===== src/rtl/pstream_pkg.sv =====
package pstream_pkg;

  localparam int FIELD_W = 6;
  localparam logic [7:0] HDR_BYTE = 8'hAB;
  localparam logic [FIELD_W-1:0] PARK_VALUE = 6'h37;

  typedef enum logic [2:0] {
    OP_SAMPLE = 3'd0,
    OP_END    = 3'd1,
    OP_DIR    = 3'd2,
    OP_OUT    = 3'd3,
    OP_WAIT   = 3'd4
  } op_e;

  typedef struct packed {
    op_e              op;
    logic [FIELD_W-1:0] arg;
  } instr_t;

  typedef enum logic [1:0] {
    PK_IDLE  = 2'd0,
    PK_RUN   = 2'd1,
    PK_DRAIN = 2'd2
  } pk_state_e;

  function automatic instr_t decode_instr(input logic [7:0] b);
    instr_t r;
    r.arg = b[FIELD_W-1:0];
    unique case (b[7:6])
      2'b10:   r.op = OP_OUT;
      2'b01:   r.op = OP_DIR;
      2'b11:   r.op = OP_WAIT;
      default: r.op = b[5] ? OP_END : OP_SAMPLE;
    endcase
    return r;
  endfunction

  // Cycles an accepted instruction keeps the interpreter occupied.
  function automatic int unsigned occupancy(input op_e op,
                                            input logic [FIELD_W-1:0] arg,
                                            input int unsigned per_us,
                                            input int unsigned step);
    int unsigned n;
    case (op)
      OP_OUT:  n = step;
      OP_WAIT: n = 32'(arg) * per_us;
      default: n = 1;
    endcase
    return n;
  endfunction

  function automatic int unsigned max_occupancy(input int unsigned per_us,
                                                input int unsigned step);
    int unsigned w;
    w = ((32'd1 << FIELD_W) - 1) * per_us;
    return (w > step) ? w : step;
  endfunction

endpackage


===== src/rtl/pstream_decode.sv =====
module pstream_decode
  import pstream_pkg::*;
(
  input  logic [7:0] byte_in,
  output instr_t     instr
);
  always_comb instr = decode_instr(byte_in);
endmodule


===== src/rtl/pstream_timer.sv =====
module pstream_timer #(
  parameter int CNT_W = 8
) (
  input  logic             clk,
  input  logic             rst_n,
  input  logic             load,
  input  logic [CNT_W-1:0] load_val,
  output logic             busy
);
  logic [CNT_W-1:0] cnt;

  always_ff @(posedge clk) begin
    if (!rst_n)       cnt <= '0;
    else if (load)    cnt <= load_val;
    else if (cnt != '0) cnt <= cnt - 1'b1;
  end

  assign busy = (cnt != '0);
endmodule


===== src/rtl/pstream_pins.sv =====
module pstream_pins
  import pstream_pkg::*;
#(
  parameter int IN_W = 8
) (
  input  logic               clk,
  input  logic               rst_n,
  input  logic               ld_out,
  input  logic               ld_oe,
  input  logic               smp,
  input  logic [FIELD_W-1:0] arg,
  input  logic [IN_W-1:0]    pin_in,
  output logic [FIELD_W-1:0] pin_out,
  output logic [FIELD_W-1:0] pin_oe,
  output logic               rsp_valid,
  output logic [IN_W-1:0]    rsp_data
);
  always_ff @(posedge clk) begin
    if (!rst_n) begin
      pin_out   <= PARK_VALUE;
      pin_oe    <= '0;
      rsp_valid <= 1'b0;
      rsp_data  <= '0;
    end else begin
      if (ld_out) pin_out <= arg;
      if (ld_oe)  pin_oe  <= arg;
      rsp_valid <= smp;
      if (smp) rsp_data <= pin_in;
    end
  end
endmodule


===== src/rtl/pstream_interp.sv =====
module pstream_interp
  import pstream_pkg::*;
#(
  parameter int CLK_PER_US  = 100,
  parameter int STEP_CYCLES = 75,
  parameter int IN_W        = 8
) (
  input  logic               clk,
  input  logic               rst_n,
  input  logic               up_valid,
  input  logic [7:0]         up_data,
  input  logic               up_last,
  output logic               up_ready,
  input  logic [IN_W-1:0]    pin_in,
  output logic [FIELD_W-1:0] pin_out,
  output logic [FIELD_W-1:0] pin_oe,
  output logic               rsp_valid,
  output logic [IN_W-1:0]    rsp_data
);
  localparam int unsigned MAX_OCC = max_occupancy(CLK_PER_US, STEP_CYCLES);
  localparam int WAIT_W = $clog2(MAX_OCC + 1);

  pk_state_e state, state_nxt;
  instr_t    instr;
  logic      busy;
  logic      accept;
  logic      exec;
  int unsigned occ;
  logic [WAIT_W-1:0] hold_val;

  // Named events for the checker
  logic               ev_load_out, ev_load_oe, ev_sample, ev_wait;
  logic [FIELD_W-1:0] ev_arg;

  pstream_decode u_dec (
    .byte_in (up_data),
    .instr   (instr)
  );

  assign up_ready = ~busy;
  assign accept   = up_valid & up_ready;
  assign exec     = accept & (state == PK_RUN);

  assign ev_load_out = exec & (instr.op == OP_OUT);
  assign ev_load_oe  = exec & (instr.op == OP_DIR);
  assign ev_sample   = exec & (instr.op == OP_SAMPLE);
  assign ev_wait     = exec & (instr.op == OP_WAIT);
  assign ev_arg      = instr.arg;

  always_comb begin
    state_nxt = state;
    if (accept) begin
      unique case (state)
        PK_IDLE: begin
          if (up_last)                    state_nxt = PK_IDLE;
          else if (up_data == HDR_BYTE)   state_nxt = PK_RUN;
          else                            state_nxt = PK_DRAIN;
        end
        PK_RUN: begin
          if (up_last)                    state_nxt = PK_IDLE;
          else if (instr.op == OP_END)    state_nxt = PK_DRAIN;
          else                            state_nxt = PK_RUN;
        end
        default: begin
          if (up_last)                    state_nxt = PK_IDLE;
        end
      endcase
    end
  end

  always_ff @(posedge clk) begin
    if (!rst_n) state <= PK_IDLE;
    else        state <= state_nxt;
  end

  always_comb begin
    occ      = occupancy(instr.op, instr.arg, CLK_PER_US, STEP_CYCLES);
    hold_val = (occ == 0) ? '0 : WAIT_W'(occ - 1);
  end

  pstream_timer #(.CNT_W(WAIT_W)) u_tmr (
    .clk      (clk),
    .rst_n    (rst_n),
    .load     (exec),
    .load_val (hold_val),
    .busy     (busy)
  );

  pstream_pins #(.IN_W(IN_W)) u_pins (
    .clk       (clk),
    .rst_n     (rst_n),
    .ld_out    (ev_load_out),
    .ld_oe     (ev_load_oe),
    .smp       (ev_sample),
    .arg       (instr.arg),
    .pin_in    (pin_in),
    .pin_out   (pin_out),
    .pin_oe    (pin_oe),
    .rsp_valid (rsp_valid),
    .rsp_data  (rsp_data)
  );
endmodule


===== config.mk =====
export PLATFORM = sky130hd
export DESIGN_NAME = pstream_interp
export DESIGN_NICKNAME = d
export VERILOG_FILES = /design/src/rtl/pstream_pkg.sv /design/src/rtl/pstream_decode.sv /design/src/rtl/pstream_timer.sv /design/src/rtl/pstream_pins.sv /design/src/rtl/pstream_interp.sv
export SDC_FILE = /design/constraint.sdc
export NUM_CORES = 1
export LEC_CHECK = 0
export BUFFER_PORTS_ARGS = -buffer_cell sky130_fd_sc_hd__buf_2
export CORE_ASPECT_RATIO = 1.4
export CORE_UTILIZATION = 46
export CTS_CLUSTER_SIZE = 40
export DETAILED_ROUTE_END_ITERATION = 10
export PLACE_DENSITY = 0.7
export SLEW_MARGIN = 40
export SYNTH_ARGS = -nofsm -noshare
export SYNTH_HDL_FRONTEND = slang
export SYNTH_HIERARCHICAL = 1
export SYNTH_SLANG_ARGS = --single-unit

===== constraint.sdc =====
create_clock -name clk -period 3.3 [get_ports clk]
set_input_delay 0.33 -clock clk [delete_from_list [all_inputs] [get_ports clk]]
set_output_delay 0.33 -clock clk [all_outputs]
set_load 0.02 [all_outputs]

==> flow_summary.ini <==
[outcome]
outcome = complete, no violations

[min_path]
min_path_type = primary input to flip-flop
min_path_cells = 3
min_from = pin_in[7]
hold_end = u_pins/rsp_data[7]

[logic_synthesis]
postSynth.asyncResetShare = 0
synth_edf_count = 0
synth_fa_ha_area_frac = 0.1410
netlist_area_mm2 = 0.002626
synth.most_common_cell = dfxtp_1
ys_ff_latch = 36
netlist_top_cells_count = dfxtp_1 (36), ha_1 (28), nand2_1 (27)
synth.distinct_cells = 57
synth-compound-area-share = 0.09338
synth_xor_area_frac = 0.06336
synth_nets = 349
synth_mux_area_frac = 0.09147
yosysTopAreaCell = dfxtp_1
ys.warnings.count = 6
post_synth_and_or_nand_nor_area_fraction = 0.2801
ys.flop_type = dfxtp_1
netlist.area_leader.share = 0.2744
synth_top_family_by_area = simple AND/OR/NAND/NOR gates
synth_area_leaders = dfxtp_1 (27%), ha_1 (13%), mux2i_1 (7.6%)
synth_cells = 300
synth_area_per_cell_um2 = 8.754
ys_seq_area_frac = 0.2744

[detailed_routing]
vias = 2256
drc = 0
wl_per_cell_um = 13.47
top_layer = met4
dr.pass1.iters = 4
wl_met3_um = 206
routed_wl_um = 5724
met2_wirelength_um = 3107
wl_met1_um = 2309
via_per_inst = 5.308
drt_iter0_drc = 60
ant_nets = 0

[place]
placed_area_mm2 = 0.003033
io_buffer_count = 41
routabilityCongestion = 0.8531
dp_hpwl_um = 4586
placedCellCount = 416
dp_slack_ns = -0.05605

[timing]
setup_ws_ns = 0.2471
rsz0062_at_grt = false
tightest_slew_ns = 0.5064
layout_min_cycle_time_ns = 3.053
relSlewSlack = 0.6624
report.final.slew_viol_count = 0
fmax_mhz = 327.6
period_share = 0.9251
setup-violations-final = 0
fin_setup_tns_ns = 0
fin_skew_ns = 0.007761
finalHoldViolCount = 0

[cts]
clk_pin_slew_ns = 0.08
cts-root-buf = clkbuf_8
cts_sinks = 36
cts_buffers = 5
cts_hold_buffers = 0
cts_resized = 0
clk_path_buf_depth = 2
h-tree-depth = 2
insertion_delay_ns = 0.29
cts_tree = yes

[cells_and_area]
drive_above_1_share = 0.2661
area_delta_synth_final_pct = 20.15
nets = 405
multiInputGateArea_mm2 = 0.001809
layout.cells.non_filler = 425
fill_cells = 533
final_cell_area_mm2 = 0.003156
register_area_um2 = 720.7
insertedDiodeCount = 0

[setup_path]
startpoint = up_data[4]
endpoint_kind = flip-flop
critPathArrivalTime_ns = 3.24
rrSetupSlack_ns = 0.77
reg2reg_depth = 9
rr_endpoint = u_pins/pin_oe[4]
startpoint_type = primary input
crit_type = primary input to flip-flop
worstPathMaxFanout = 6
worstPathRequired_ns = 3.48
rr_startpoint = u_tmr/cnt[4]

[pwr]
power_mw = 1.700
powerDensity_mw_per_mm2 = 538.6
ir_worst_vdd_mv = 0.3091
p_leak_nw = 1.358
p_int_mw = 1.077
clkPwrFrac = 0.238
p_sw_uw = 622.2
p_sw_frac = 0.3661
p_seq_frac = 0.336
combinationalPowerShare = 0.426

[flow_run]
cap_violations = 0

[floorplan]
fp-row-count = 32
core_mm2 = 0.005525
die_area_mm2 = 0.006020
die_h_um = 91.41
initial_core_util = 0.4753
die_w_um = 65.86
boundaryPins = 42

[global_route]
antenna_found_initial = 0
grt_max_degree = 34
grt-ovfl-total = 0
grt_pass1_vias = 2301
track_usage = 0.2110
grt_pass1_wl_um = 9922
flip-flops by register name, summed over array words and instances, names as in the netlist:
| signal | cells |
|---|---|
| state | 2 |
| u_tmr/cnt | 13 |
| u_pins/pin_oe | 6 |
| u_pins/rsp_data | 8 |
| u_pins/rsp_valid | 1 |
| u_pins/pin_out | 6 |
worst max-delay path: stages:
cell and delay, ns:
buf_2 0.14, inv_4 0.04, ha_4 0.24, inv_1 0.03
ha_1 0.27, ha_1 0.29, ha_1 0.32, buf_4 0.17
a311oi_1 0.34, o211ai_1 0.22, buf_4 0.18, buf_4 0.12
nand2_1 0.08, mux2_2 0.33, nand2_1 0.08, o21ai_2 0.05
power groups by stage:
stage,Combinational (mW),Clock (mW),Sequential [mW]
finish,0.724,0.405,0.570
global route,0.813,0.427,0.583
CTS,0.723,0.418,0.571
detailed placement,0.715,0,0.581
global placement,0.710,0,0.576
floorplan,0.549,0,0.562
layout make-up:
cell class | instances | share of cell area
clock inverter | 3 | 0.01467
timing repair buffer | 64 | 0.1197
tap | 68 | 0.02696
clock buffer | 5 | 0.02181
multi-input combinational | 237 | 0.5734
inverter | 12 | 0.01507
sequential | 36 | 0.2284
per-layer routing:
metal  GRT usage  up-vias
li1            -     1157
met1      0.2175     1046
met2      0.4014       43
met3     0.03769       10
met4     0.07971        0
met5           0        -
metrics by stage:
| stage | utilization | hold WS (ns) |
|---|---|---|
| 2_1_floorplan | - | 0.4438 |
| 3_3_place_gp | 0.5489 | 0.4527 |
| 3_5_place_dp | 0.5489 | 0.4643 |
| 4_1_cts | 0.5697 | 0.2830 |
| 5_1_grt | 0.5711 | 0.2890 |
| 6_report | 0.5711 | 0.2904 |
how the worst max path moves through the flow:
stage	end	slack, ns	cells after the start
3_5_place_dp	u_tmr/cnt[2]	-0.06	16
5_1_grt	u_tmr/cnt[8]	0.02	16
3_3_place_gp	u_tmr/cnt[2]	0.003	16
6_report	u_tmr/cnt[11]	0.25	16
2_1_floorplan	u_tmr/cnt[2]	0.01	13
4_1_cts	u_tmr/cnt[2]	0.25	16
cell families (layout without fill, tap and decap cells):
family          Yosys count  count (layout)
buf+inv                  27              84
flops                    36              36
mux                      23              23
simple gates            126             126
compound gates           40              40
fa+ha+maj                29              29
xor+xnor                 19              19
timing repair:
| action | CTS | global route |
|---|---|---|
| buffers inserted | 0 | 1 |
| setup endpoints to repair | 0 | 1 |
| hold endpoints to repair | 0 | 0 |
cell usage in the layout, fill, tap and decap left out, types with 2 or more instances in the layout:
master and count:
buf_2 41, dfxtp_1 36, nand2_1 27, ha_1 25
nor2b_1 23, buf_4 23, nor2_1 22, mux2i_1 20
xnor2_1 14, a21oi_1 13, o21ai_0 12, inv_1 11
nand3_1 9, nor3_1 7, xor2_1 5, clkbuf_8 5
nand4_1 4, a21o_1 3, nor4_1 3, o211ai_1 3
nor4b_1 3, nor4_2 3, ha_4 3, and3_1 2
nor3b_2 2, and2_1 2, nor3b_1 2, or3_1 2
(Power assumes the default switching activity.)
